==> config.mk <==
export PLATFORM = sky130hd
export DESIGN_NAME = flp_burst_gen
export DESIGN_NICKNAME = d
export VERILOG_FILES = /design/src/rtl/flp_pkg.sv /design/src/rtl/flp_period_timer.sv /design/src/rtl/flp_burst_sequencer.sv /design/src/rtl/flp_pulse_shaper.sv /design/src/rtl/flp_burst_gen.sv
export SDC_FILE = /design/constraint.sdc
export NUM_CORES = 1
export LEC_CHECK = 0
export BUFFER_PORTS_ARGS = -buffer_cell sky130_fd_sc_hd__buf_4
export CAP_MARGIN = 40
export CELL_PAD_IN_SITES_DETAIL_PLACEMENT = 1
export CELL_PAD_IN_SITES_GLOBAL_PLACEMENT = 1
export CORE_ASPECT_RATIO = 2
export CORE_MARGIN = 4
export CORE_UTILIZATION = 46
export DETAILED_ROUTE_END_ITERATION = 12
export PLACE_DENSITY_LB_ADDON = 0.1
export REMOVE_ABC_BUFFERS = 1
export SETUP_SLACK_MARGIN = 0.05
export SLEW_MARGIN = 20
export SYNTH_ARGS = -nofsm -noshare
export SYNTH_HDL_FRONTEND = slang
export SYNTH_SLANG_ARGS = --single-unit
==> constraint.sdc <==
create_clock -name clk -period 2.2 [get_ports clk]
set_input_delay 0.44 -clock clk [delete_from_list [all_inputs] [get_ports clk]]
set_output_delay 0.44 -clock clk [all_outputs]
set_load 0.01 [all_outputs]
==> src/rtl/flp_pkg.sv <==
// Shared helpers for the link pulse burst generator.
// Assumes nanosecond values and clock rates small enough that their
// product fits in 64 bits.
package flp_pkg;

    // Converts a duration in ns to whole clock cycles, rounding to nearest, minimum 1.
    function automatic longint ns_to_cycles(input longint dur_ns, input longint clk_hz);
        longint cyc;
        cyc = (dur_ns * clk_hz + 64'd500_000_000) / 64'd1_000_000_000;
        if (cyc < 1) cyc = 1;
        return cyc;
    endfunction

endpackage

==> src/rtl/flp_period_timer.sv <==
// Burst period timer. It counts PERIOD_CYC cycles from each burst start
// and issues a start request once it is back at zero with enable high.
// Assumes PERIOD_CYC >= 2. Once started, the count always runs to the
// end of its period, even if enable drops.
module flp_period_timer #(
    parameter int PERIOD_CYC = 2_000_000,
    parameter int CNT_W      = $clog2(PERIOD_CYC)
) (
    input  logic clk,
    input  logic rst_n,
    input  logic enable,
    output logic start
);
    localparam logic [CNT_W-1:0] LAST = CNT_W'(PERIOD_CYC - 1);

    logic [CNT_W-1:0] cnt;

    // A new burst may begin only from the idle count.
    assign start = (cnt == '0) && enable;

    // Advance through one full period after each start, then rest at zero.
    always_ff @(posedge clk) begin
        if (!rst_n) begin
            cnt <= '0;
        end else if (cnt != '0 || start) begin
            cnt <= (cnt == LAST) ? '0 : cnt + 1'b1;
        end
    end

    // an idle timer with enable low stays idle
    a_r6_idle_holds: assert property (@(posedge clk) disable iff (!rst_n)
        (cnt == '0 && !enable) |=> (cnt == '0));

    // the period ends exactly at the last count
    a_r3_period_wrap: assert property (@(posedge clk) disable iff (!rst_n)
        (cnt == LAST) |=> (cnt == '0));

endmodule

==> src/rtl/flp_burst_sequencer.sv <==
// Burst sequencer. On a start request it captures the code word, then
// walks CODE_BITS+1 slots of SP_CYC cycles each. Its combinational
// outputs request a timing pulse at the head of each slot, and a data
// pulse DO_CYC into each slot whose bit is 1. The final slot lasts only
// long enough for its timing pulse.
// Assumes PW_CYC < DO_CYC and DO_CYC + PW_CYC <= SP_CYC.
module flp_burst_sequencer #(
    parameter int CODE_BITS = 16,
    parameter int SP_CYC    = 17_000,
    parameter int DO_CYC    = 8_625,
    parameter int PW_CYC    = 13
) (
    input  logic                 clk,
    input  logic                 rst_n,
    input  logic                 start,
    input  logic [CODE_BITS-1:0] code_word,
    output logic                 pulse_req,
    output logic                 first_req
);
    localparam int SLOT_W = $clog2(SP_CYC);
    localparam int IDX_W  = $clog2(CODE_BITS + 1);
    localparam logic [IDX_W-1:0] LAST_IDX = IDX_W'(CODE_BITS);

    logic                 active;
    logic [IDX_W-1:0]     idx;
    logic [SLOT_W-1:0]    slot;
    logic [CODE_BITS-1:0] word_q;
    logic [CODE_BITS:0]   word_ext;
    logic                 in_clock, in_data;

    assign word_ext = {1'b0, word_q};

    // Step the slot and bit counters through one burst.
    always_ff @(posedge clk) begin
        if (!rst_n) begin
            active <= 1'b0;
            idx    <= '0;
            slot   <= '0;
            word_q <= '0;
        end else if (start) begin
            active <= 1'b1;
            idx    <= '0;
            slot   <= '0;
            word_q <= code_word;
        end else if (active) begin
            if (idx == LAST_IDX && int'(slot) == PW_CYC - 1) begin
                active <= 1'b0;
                idx    <= '0;
                slot   <= '0;
            end else if (int'(slot) == SP_CYC - 1) begin
                slot <= '0;
                idx  <= idx + 1'b1;
            end else begin
                slot <= slot + 1'b1;
            end
        end
    end

    // Decode the slot position into timing-pulse and data-pulse windows.
    always_comb begin
        in_clock  = int'(slot) < PW_CYC;
        in_data   = (idx != LAST_IDX) && word_ext[idx] &&
                    int'(slot) >= DO_CYC && int'(slot) < DO_CYC + PW_CYC;
        pulse_req = active && (in_clock || in_data);
        first_req = active && idx == '0 && slot == '0;
    end

    // a start request never lands inside a running burst
    a_r5_no_restart: assert property (@(posedge clk) disable iff (!rst_n)
        start |-> !active);

    // the captured word holds while a burst runs
    a_r5_word_held: assert property (@(posedge clk) disable iff (!rst_n)
        (active && !start) |=> $stable(word_q));

    // the slot counter stays inside one spacing interval
    a_r1_slot_bound: assert property (@(posedge clk) disable iff (!rst_n)
        active |-> (int'(slot) < SP_CYC && idx <= LAST_IDX));

endmodule

==> src/rtl/flp_pulse_shaper.sv <==
// Output stage. It registers the pulse and burst-start requests, so the
// line driver sees a glitch-free signal, and it keeps the strobe aligned
// with the first timing pulse. It adds one cycle of latency to both.
module flp_pulse_shaper #(
    parameter int PW_CYC = 13
) (
    input  logic clk,
    input  logic rst_n,
    input  logic pulse_req,
    input  logic first_req,
    output logic line_pulse,
    output logic burst_start
);
    // Register both outputs from the same decode stage.
    always_ff @(posedge clk) begin
        if (!rst_n) begin
            line_pulse  <= 1'b0;
            burst_start <= 1'b0;
        end else begin
            line_pulse  <= pulse_req;
            burst_start <= first_req;
        end
    end

    // the strobe lasts one cycle
    a_r7_strobe_single: assert property (@(posedge clk) disable iff (!rst_n)
        burst_start |=> !burst_start);

    // the strobe coincides with a timing pulse
    a_r7_strobe_on_pulse: assert property (@(posedge clk) disable iff (!rst_n)
        burst_start |-> line_pulse);

    // a pulse wider than one cycle does not collapse after its first cycle
    a_r4_min_width: assert property (@(posedge clk) disable iff (!rst_n)
        ($rose(line_pulse) && PW_CYC > 1) |=> line_pulse);

    // a reset edge leaves both outputs low
    a_r8_reset_low: assert property (@(posedge clk)
        !rst_n |=> (!line_pulse && !burst_start));

endmodule

==> src/rtl/flp_burst_gen.sv <==
// Top level of the auto-negotiation link pulse burst generator. It
// converts the nanosecond parameters to cycle counts and connects the
// period timer, the burst sequencer and the output stage.
// Assumes the burst period is longer than 16 spacings plus one pulse.
module flp_burst_gen #(
    parameter int CLK_HZ           = 125_000_000,
    parameter int BURST_PERIOD_NS  = 16_000_000,
    parameter int CLOCK_SPACING_NS = 136_000,
    parameter int DATA_OFFSET_NS   = 69_000,
    parameter int PULSE_NS         = 100,
    parameter int CODE_BITS        = 16
) (
    input  logic                 clk,
    input  logic                 rst_n,
    input  logic                 enable,
    input  logic [CODE_BITS-1:0] code_word,
    output logic                 line_pulse,
    output logic                 burst_start
);
    localparam longint HZ = longint'(CLK_HZ);
    localparam int PERIOD_CYC = int'(flp_pkg::ns_to_cycles(longint'(BURST_PERIOD_NS), HZ));
    localparam int SP_CYC     = int'(flp_pkg::ns_to_cycles(longint'(CLOCK_SPACING_NS), HZ));
    localparam int DO_CYC     = int'(flp_pkg::ns_to_cycles(longint'(DATA_OFFSET_NS), HZ));
    localparam int PW_CYC     = int'(flp_pkg::ns_to_cycles(longint'(PULSE_NS), HZ));

    logic start, pulse_req, first_req;

    flp_period_timer #(
        .PERIOD_CYC(PERIOD_CYC)
    ) u_timer (
        .clk    (clk),
        .rst_n  (rst_n),
        .enable (enable),
        .start  (start)
    );

    flp_burst_sequencer #(
        .CODE_BITS(CODE_BITS),
        .SP_CYC   (SP_CYC),
        .DO_CYC   (DO_CYC),
        .PW_CYC   (PW_CYC)
    ) u_seq (
        .clk       (clk),
        .rst_n     (rst_n),
        .start     (start),
        .code_word (code_word),
        .pulse_req (pulse_req),
        .first_req (first_req)
    );

    flp_pulse_shaper #(
        .PW_CYC(PW_CYC)
    ) u_out (
        .clk         (clk),
        .rst_n       (rst_n),
        .pulse_req   (pulse_req),
        .first_req   (first_req),
        .line_pulse  (line_pulse),
        .burst_start (burst_start)
    );

    // with enable low and no burst under way, the output stays low
    a_r6_quiet_when_off: assert property (@(posedge clk) disable iff (!rst_n)
        (!enable && !pulse_req && !first_req) |=> !line_pulse);

endmodule

==> summary.log, run 1 <==
qor: global_routing.grt_util_overall 22.77%
qor: pwr.ir_drop 0.6058 mV
qor: routing.detailed_routing_iteration_count_for_the_pre_antenna_repair_pass 6
qor: clock_tree.clock_sinks 60
qor: yosys.async_reset_ff_share 0%
qor: global_routing.antenna_found_initial 0
qor: clock_tree.clock_tree.htree_level_count 3
qor: run.drv.max_cap_violation_count 0
qor: yosys.dominantRegCellSynth sky130_fd_sc_hd__dfxtp_1
qor: clock_tree.cts.clk_slew.worst_paths 0.05 ns
qor: final_layout.signed_area_change_from_the_synthesized_netlist_to_the_final_layout 21.27%
qor: setup_path.cell_chain_critical_path or4_4 -> nor4_4 -> buf_4 -> nand3_1 -> a21oi_1 -> a211oi_1
qor: clock_tree.numCtsBuffers 9
qor: yosys.synth_sequential_area_ratio 40.35%
qor: routing.num_vias 2530
qor: sta.worst_pin_slew 0.5459 ns
qor: setup_path.arrival 2.20 ns
qor: global_routing.grt_pass1_vias 2754
qor: pwr.internal_power 2.232 mW
qor: setup_path.crit_path_max_fanout 4
qor: clock_tree.root_buffer sky130_fd_sc_hd__clkbuf_16
qor: setup_path.worstSetupStartpointType register
qor: placed_design.globalplace.congestion 0.8226
qor: routing.drt-wirelength-per-cell 18.19 µm
qor: routing.detailedRoute.firstIterationViolations 114
qor: floorplanning.rows 41
qor: final_layout.fillers 762
qor: floorplanning.io-pin-count 21
qor: yosys.post_synthesis_cell_area 2977 µm²
qor: placed_design.dpl.hpwl 6189 µm
qor: final_layout.n_antenna_cell 0
qor: yosys.post_synth_inst_count 329
qor: yosys.synthDistinctLibCells 51
qor: sta.final.period_utilization 91.31%
qor: setup_path.crit_buf_inv 1
qor: placed_design.port_buffers 20
qor: sta.achievable-frequency 0.4978 GHz
qor: pwr.switching_power_as_a_share_of_total_power 26.53%
qor: clock_tree.holdBufCountCts 0
qor: yosys.yosys.cell_count.top_type sky130_fd_sc_hd__dfxtp_1
qor: setup_path.regToRegSetupSlack 0.19 ns
qor: pwr.p_leak 1.363 nW
qor: final_layout.post_route_cells_drive_above_1_share 19.95%
qor: setup_path.cp_slowest_stage_delay 0.60 ns
qor: clock_tree.worst_skew_pair.late_latency 0.33 ns
qor: yosys.synth_compound_area_share 9.920%
qor: setup_path.cpMaxStageDelayCell sky130_fd_sc_hd__or4_4
qor: pwr.power.share.combinational 16.8%
qor: sta.setup_viol 0
qor: floorplanning.die_w 64.88 µm
qor: setup_path.worstSetupEndpointType register
qor: global_routing.overflow 0
qor: routing.ant_nets 0
qor: yosys.synth_simple_gate_area_share 29.30%
qor: global_routing.grt_max_degree 25
qor: sta.maxSlewHeadroom 62.66%
qor: yosys.postSynthRegisterBits 60
qor: global_routing.grt_pass1_wl 13400 µm
qor: pwr.share_clk_of_total_power 42.6%
qor: pwr.pwr_density_cell 841.5 nW/µm²
qor: yosys.yosysTopAreaCell sky130_fd_sc_hd__dfxtp_1
qor: sta.grt_setup_unrepaired no
qor: yosys.post-synth-top-area-fraction 40.35%
qor: sta.finalWorstPathRequiredPeriod 2.009 ns
qor: final_layout.design.final.nets 394
qor: floorplanning.starting_density_of_the_core 47.17%
qor: floorplanning.die_h 121.8 µm
qor: floorplanning.die_footprint 7900 µm²
qor: clock_tree.clock_tree_from_tritoncts built
qor: sta.setup_total_negative_slack 0 ns
qor: sta.slew_violations 0
qor: final_layout.fin_area 3610 µm²
qor: placed_design.placement.cell_area 3301 µm²
qor: sta.fin_worst_skew 0.005720 ns
qor: yosys.synth_commonest_cells sky130_fd_sc_hd__dfxtp_1, sky130_fd_sc_hd__nand2_1, sky130_fd_sc_hd__nor2_1
qor: clock_tree.ctsLongestPathBuffers 2
qor: sta.report.final.hold_viol_count 0
qor: setup_path.critPathTopFamily simple AND/OR/NAND/NOR gates
qor: yosys.synthMuxAreaShare 3.699%
qor: yosys.synth_edf_count 0
qor: outcome.status complete, no violations
qor: setup_path.worst-setup-path-type reg -> reg
qor: min_path.holdCritPathClass in -> reg
qor: yosys.synth_top_family_by_area simple AND/OR/NAND/NOR gates
qor: routing.drc 0
qor: yosys.yosys.area_share.xor_xnor 9.710%
qor: yosys.synth-adder-area-share 2.942%
qor: setup_path.required 2.39 ns
qor: pwr.p_switching 805.9 µW
qor: floorplanning.core_area 6310 µm²
qor: yosys.syn_avg_cell_area 9.047 µm²
qor: routing.drt-vias-per-instance 5.536
qor: yosys.netlist_top_cells_area sky130_fd_sc_hd__dfxtp_1, sky130_fd_sc_hd__xor2_1, sky130_fd_sc_hd__nand2_1, sky130_fd_sc_hd__nor2_1, sky130_fd_sc_hd__a21boi_0
qor: pwr.pwr-share-seq 40.6%
qor: routing.wirelength 8313 µm
qor: yosys.synth_warnings 0
## metal layers
layer | vias up | GRT usage, % | routed length [µm]
met5 | - | 0 | 0
met4 | 0 | 11.92 | 337
met2 | 34 | 45.99 | 5122
li1 | 1226 | - | -
met3 | 22 | 4.613 | 157
met1 | 1248 | 19.84 | 2696
## power by group through the flow
| stage | sequential, mW | combinational [mW] | clock, mW |
|---|---|---|---|
| final | 1.23 | 0.510 | 1.29 |
| after detailed placement | 1.25 | 0.486 | 0 |
| after floorplan | 1.24 | 0.267 | 0 |
| after global placement | 1.25 | 0.474 | 0 |
| after global routing | 1.24 | 0.566 | 1.37 |
| after CTS | 1.23 | 0.498 | 1.32 |
## through the flow
stage	util [%]	hold slack [ns]	worst slack (ns)	std cells	total power, mW
floorplan	-	0.4377	0.08112	316	1.507
global placement	52.31	0.4478	0.2227	442	1.727
detailed placement	52.31	0.4549	0.1025	442	1.741
CTS	56.69	0.3735	0.06544	456	3.056
global route	57.21	0.3864	0.04738	457	3.176
finish	57.21	0.3785	0.1911	457	3.038
## worst min-delay path, cell delays in order
cell                       delay, ns
sky130_fd_sc_hd__buf_4          0.11
sky130_fd_sc_hd__nand2_1        0.04
sky130_fd_sc_hd__a21boi_0       0.07
## final timing paths
| check | startpoint | cells past startpoint | endpoint |
|---|---|---|---|
| worst max-delay path | u_seq.slot[13] | 6 | u_seq.idx[4] |
| worst min-delay path | code_word[4] | 3 | u_seq.word_q[4] |
| worst max register to register | u_seq.slot[13] | 6 | u_seq.idx[4] |
| worst min register to register | u_seq.word_q[14] | 2 | u_seq.word_q[14] |
## cells in the final DEF (no fill, tap or decap), types with 2 or more instances in the layout
cell type	netlist	layout
sky130_fd_sc_hd__a211oi_1	2	2
sky130_fd_sc_hd__a21boi_0	17	17
sky130_fd_sc_hd__a21oi_1	5	5
sky130_fd_sc_hd__and2_1	3	3
sky130_fd_sc_hd__and3_1	5	5
sky130_fd_sc_hd__and4_1	3	3
sky130_fd_sc_hd__buf_4	1	40
sky130_fd_sc_hd__clkbuf_16	0	9
sky130_fd_sc_hd__clkbuf_8	1	3
sky130_fd_sc_hd__clkinv_2	0	2
sky130_fd_sc_hd__dfxtp_1	60	60
sky130_fd_sc_hd__ha_1	7	7
sky130_fd_sc_hd__inv_1	10	10
sky130_fd_sc_hd__mux2i_1	2	2
sky130_fd_sc_hd__mux4_2	4	4
sky130_fd_sc_hd__nand2_1	48	48
sky130_fd_sc_hd__nand3_1	16	16
sky130_fd_sc_hd__nand3b_1	4	4
sky130_fd_sc_hd__nand4_1	16	16
sky130_fd_sc_hd__nor2_1	40	40
sky130_fd_sc_hd__nor4_1	5	5
sky130_fd_sc_hd__nor4_4	4	4
sky130_fd_sc_hd__nor4b_1	3	2
sky130_fd_sc_hd__o21ai_0	4	4
sky130_fd_sc_hd__or3_1	2	2
sky130_fd_sc_hd__or4_1	2	2
sky130_fd_sc_hd__xnor2_1	8	8
sky130_fd_sc_hd__xor2_1	25	25
## registers in the layout, summed over array words and instances (netlist names)
name and cells:
u_out.burst_start 1, u_out.line_pulse 1, u_seq.active 1, u_seq.idx 5, u_seq.slot 15, u_seq.word_q 16, u_timer.cnt 21
## area by class of cell
cell class              instances  area [µm²]  area share, %
inverters                      10       37.54          1.040
repair buffers                 41       320.3          8.873
multi-input cells             246        1667          46.17
flip-flops and latches         60        1201          33.28
clock inverters                 2       10.01         0.2773
clock buffers                  12       266.5          7.383
well taps                      86       107.6          2.981
## logic make-up (layout without fill, tap and decap cells)
| family | count (synthesis) | after routing |
|---|---|---|
| adders and majority gates | 7 | 7 |
| buffers and inverters | 23 | 65 |
| muxes | 6 | 6 |
| DFF | 60 | 60 |
| xor gates and xnor gates | 33 | 33 |
| AOI/OAI and AO/OA | 39 | 39 |
| and+or+nand+nor | 161 | 161 |
## repair_timing
item                                   4_1_cts  5_1_grt
setup endpoints to repair                    0       30
endpoints found under the hold margin        0        0
setup buffers                                0        1
gates resized for setup                      0        2
Note: power is estimated with default switching activity, not from simulation.
==> run 2: changes to the inputs <==
--- a/config.mk
+++ b/config.mk
@@ -11,7 +11,7 @@
 export CELL_PAD_IN_SITES_GLOBAL_PLACEMENT = 1
 export CORE_ASPECT_RATIO = 2
 export CORE_MARGIN = 4
-export CORE_UTILIZATION = 46
+export CORE_UTILIZATION = 50
 export DETAILED_ROUTE_END_ITERATION = 12
 export PLACE_DENSITY_LB_ADDON = 0.1
 export REMOVE_ABC_BUFFERS = 1
==> constraint.sdc (replaced) <==
create_clock -name clk -period 2.61 [get_ports clk]
set_input_delay 0.522 -clock clk [delete_from_list [all_inputs] [get_ports clk]]
set_output_delay 0.522 -clock clk [all_outputs]
set_load 0.01 [all_outputs]
==> run 2 against run 1 <==
Effect of this change: die area down 7.3%; global-route usage down 0.19 points; clock skew up 0.0010 ns; clock-buffer cell count unchanged; maximum frequency down 10%; total power down 15%; register-to-register slack better by 0.18 ns.
==> summary.log, run 2 (synthesis results as in run 1) <==
qor: final_layout.signed_area_change_from_the_synthesized_netlist_to_the_final_layout 17.28% [was 21.27%]
qor: sta.finalWorstPathRequiredPeriod 2.237 ns [was 2.009 ns]
qor: floorplanning.rows 39 [was 41]
qor: setup_path.cell_chain_critical_path inv_1 -> ha_1 -> nor4b_1 -> and4_4 -> and3_1 -> nand2_1 -> a21boi_0 [was or4_4 -> nor4_4 -> buf_4 -> nand3_1 -> a21oi_1 -> a211oi_1]
qor: outcome.status complete, no violations [unchanged]
qor: sta.grt_setup_unrepaired no [unchanged]
qor: final_layout.finish.utilization 60.63% [was 57.21%]
qor: routing.detailedRoute.firstIterationViolations 120 [was 114]
qor: global_routing.grt_max_degree 25 [unchanged]
qor: clock_tree.clock_sinks 60 [unchanged]
qor: global_routing.grt_pass1_wl 12910 µm [was 13400 µm]
qor: routing.drt-wirelength-per-cell 17.73 µm [was 18.19 µm]
qor: pwr.internal_power 1.918 mW [was 2.232 mW]
qor: sta.setup_total_negative_slack 0 ns [unchanged]
qor: setup_path.crit_buf_inv 1 [unchanged]
qor: global_routing.grt_use_met2 42.08% [was 45.99%]
qor: clock_tree.clock_tree.htree_level_count 3 [unchanged]
qor: clock_tree.numCtsBuffers 9 [unchanged]
qor: global_routing.grt_util_overall 22.58% [was 22.77%]
qor: setup_path.worstSetupStartpointType register [unchanged]
qor: setup_path.number_of_cells_on_the_critical_path 7 [was 6]
qor: setup_path.timing.reg2reg.worst_path_depth 7 [was 6]
qor: clock_tree.post_cts.resized_instances 0 [unchanged]
qor: sta.maxSlewHeadroom 47.96% [was 62.66%]
qor: final_layout.fillers 694 [was 762]
qor: pwr.pwr-share-seq 40.1% [was 40.6%]
qor: pwr.p_leak 1.302 nW [was 1.363 nW]
qor: clock_tree.holdBufCountCts 0 [unchanged]
qor: placed_design.globalplace.congestion 0.8201 [was 0.8226]
qor: sta.slew_violations 0 [unchanged]
qor: pwr.share_clk_of_total_power 45.9% [was 42.6%]
qor: routing.wirelength 7480 µm [was 8313 µm]
qor: final_layout.post_route_cells_drive_above_1_share 16.90% [was 19.95%]
qor: clock_tree.post_cts_buffers 0 [unchanged]
qor: pwr.p_switching 668.9 µW [was 805.9 µW]
qor: global_routing.antenna_found_initial 0 [unchanged]
qor: sta.report.final.hold_viol_count 0 [unchanged]
qor: final_layout.top_regs u_timer.cnt: 21 flops, u_seq.word_q: 16 flops, u_seq.slot: 15 flops [unchanged]
qor: pwr.switching_power_as_a_share_of_total_power 25.86% [was 26.53%]
qor: pwr.pwr_density_cell 741.1 nW/µm² [was 841.5 nW/µm²]
qor: pwr.ir_drop 0.4305 mV [was 0.6058 mV]
qor: global_routing.grt_pass1_vias 2753 [was 2754]
qor: final_layout.largest_register_ffs 21 [unchanged]
qor: final_layout.regMostFlops u_timer.cnt [unchanged]
qor: sta.final.hold.worst_slack 0.4623 ns [was 0.3785 ns]
qor: final_layout.fin_area 3491 µm² [was 3610 µm²]
qor: routing.ant_nets 0 [unchanged]
qor: setup_path.regToRegEndpoint u_seq.word_q[8] [was u_seq.idx[4]]
qor: setup_path.worstSetupEndpointType register [unchanged]
qor: floorplanning.core_area 5758 µm² [was 6310 µm²]
qor: clock_tree.clock_tree_from_tritoncts built [unchanged]
qor: setup_path.critPathTopFamily simple AND/OR/NAND/NOR gates [unchanged]
qor: setup_path.arrival 2.47 ns [was 2.20 ns]
qor: floorplanning.io-pin-count 21 [unchanged]
qor: floorplanning.die_footprint 7327 µm² [was 7900 µm²]
qor: setup_path.endpoint u_seq.word_q[8] [was u_seq.idx[4]]
qor: final_layout.layout_commonest_cell sky130_fd_sc_hd__dfxtp_1 [unchanged]
qor: run.drv.max_cap_violation_count 0 [unchanged]
qor: setup_path.cpMaxStageDelayCell sky130_fd_sc_hd__and3_1 [was sky130_fd_sc_hd__or4_4]
qor: final_layout.design.final.nets 382 [was 394]
qor: routing.detailed_routing_iteration_count_for_the_pre_antenna_repair_pass 4 [was 6]
qor: sta.final.period_utilization 85.70% [was 91.31%]
qor: setup_path.worstReg2RegStart u_timer.cnt[0] [was u_seq.slot[13]]
qor: floorplanning.die_h 117.1 µm [was 121.8 µm]
qor: clock_tree.root_buffer sky130_fd_sc_hd__clkbuf_16 [unchanged]
qor: global_routing.use_met1 22.97% [was 19.84%]
qor: setup_path.cp_slowest_stage_delay 0.53 ns [was 0.60 ns]
qor: placed_design.port_buffers 20 [unchanged]
qor: routing.drt-vias-per-instance 6.005 [was 5.536]
qor: setup_path.required 2.85 ns [was 2.39 ns]
qor: sta.fin_worst_skew 0.006758 ns [was 0.005720 ns]
qor: sta.achievable-frequency 0.4471 GHz [was 0.4978 GHz]
qor: clock_tree.ctsLongestPathBuffers 2 [unchanged]
qor: setup_path.worst-setup-path-type reg -> reg [unchanged]
qor: clock_tree.cts.clk_slew.worst_paths 0.05 ns [about the same]
qor: final_layout.n_antenna_cell 0 [unchanged]
qor: placed_design.placement.cell_area 3187 µm² [was 3301 µm²]
qor: min_path.holdCritPathClass in -> reg [unchanged]
qor: final_layout.final_cell_mix sky130_fd_sc_hd__dfxtp_1, sky130_fd_sc_hd__nand2_1, sky130_fd_sc_hd__nor2_1 [was sky130_fd_sc_hd__dfxtp_1, sky130_fd_sc_hd__nand2_1, sky130_fd_sc_hd__nor2_1, sky130_fd_sc_hd__buf_4, sky130_fd_sc_hd__xor2_1]
qor: placed_design.dpl.hpwl 5360 µm [was 6189 µm]
qor: setup_path.crit_path_max_fanout 16 [was 4]
qor: floorplanning.die_w 62.56 µm [was 64.88 µm]
qor: sta.setup_viol 0 [unchanged]
qor: clock_tree.worst_skew_pair.late_latency 0.32 ns [was 0.33 ns]
qor: routing.num_vias 2534 [was 2530]
qor: pwr.power.share.combinational 14.0% [was 16.8%]
qor: setup_path.critical_path.startpoint u_timer.cnt[0] [was u_seq.slot[13]]
qor: floorplanning.starting_density_of_the_core 51.69% [was 47.17%]
qor: global_routing.global_route.peak_usage_layer met2 [unchanged]
qor: global_routing.use_met3 4.489% [was 4.613%]
qor: global_routing.overflow 0 [unchanged]
qor: setup_path.regToRegSetupSlack 0.37 ns [was 0.19 ns]
qor: sta.worst_pin_slew 0.7734 ns [was 0.5459 ns]
qor: routing.drc 0 [unchanged]
## run 2: changes by cell type in the layout (fill, tap and decap cells not counted), sizes merged
cell / delta
buf: -12
bufinv: +1
clkinvlp: +1
## run 2: worst min-delay path by stage
stage                     startpoint          endpoint  slack [ns]  depth (start not counted)
finish                 code_word[15]  u_seq.word_q[15]        0.46                          3
global route            code_word[2]   u_seq.word_q[2]        0.48                          3
CTS                    code_word[15]  u_seq.word_q[15]        0.46                          3
detailed placement   u_seq.word_q[1]   u_seq.word_q[1]        0.46                          2
global placement    u_seq.word_q[12]  u_seq.word_q[12]        0.45                          2
floorplan           u_seq.word_q[10]  u_seq.word_q[10]        0.44                          2
## run 2: final cells by class
cell class	instances	area, µm²	share of cell area [%]
well taps	61	76.32	2.186
flip-flops and latches	60	1201	34.41
clock inverters	4	47.55	1.362
repair buffers	29	217.7	6.237
inverters	10	37.54	1.075
clock buffers	12	256.5	7.348
multi-input cells	246	1654	47.38
## run 2: worst reg2reg max path, cell delays in order (launching register included)
cell and delay (ns):
sky130_fd_sc_hd__dfxtp_1 0.36, sky130_fd_sc_hd__inv_1 0.08, sky130_fd_sc_hd__ha_1 0.17, sky130_fd_sc_hd__nor4b_1 0.34, sky130_fd_sc_hd__and4_4 0.31, sky130_fd_sc_hd__and3_1 0.53, sky130_fd_sc_hd__nand2_1 0.15, sky130_fd_sc_hd__a21boi_0 0.21
## run 2: per-layer routing
metal | vias to the layer above | wire [µm]
li1 | 1205 | -
met1 | 1240 | 2816
met2 | 58 | 4076
met3 | 31 | 189
met4 | 0 | 397
met5 | - | 0
## run 2: metrics by stage
| step | power (mW) | std cells | setup slack [ns] |
|---|---|---|---|
| final | 2.587 | 422 | 0.3732 |
| after global routing | 2.714 | 422 | 0.1816 |
| after CTS | 2.612 | 422 | 0.2910 |
| after detailed placement | 1.414 | 406 | 0.4621 |
| after global placement | 1.402 | 406 | 0.4888 |
| after floorplan | 1.271 | 316 | 0.4911 |
## run 2: power by group through the flow
| stage | Clock (mW) | Combinational (mW) | Sequential (mW) |
|---|---|---|---|
| detailed placement | 0 | 0.361 | 1.05 |
| floorplan | 0 | 0.225 | 1.05 |
| finish | 1.19 | 0.362 | 1.04 |
| CTS | 1.20 | 0.370 | 1.04 |
| global placement | 0 | 0.352 | 1.05 |
| global route | 1.26 | 0.410 | 1.05 |
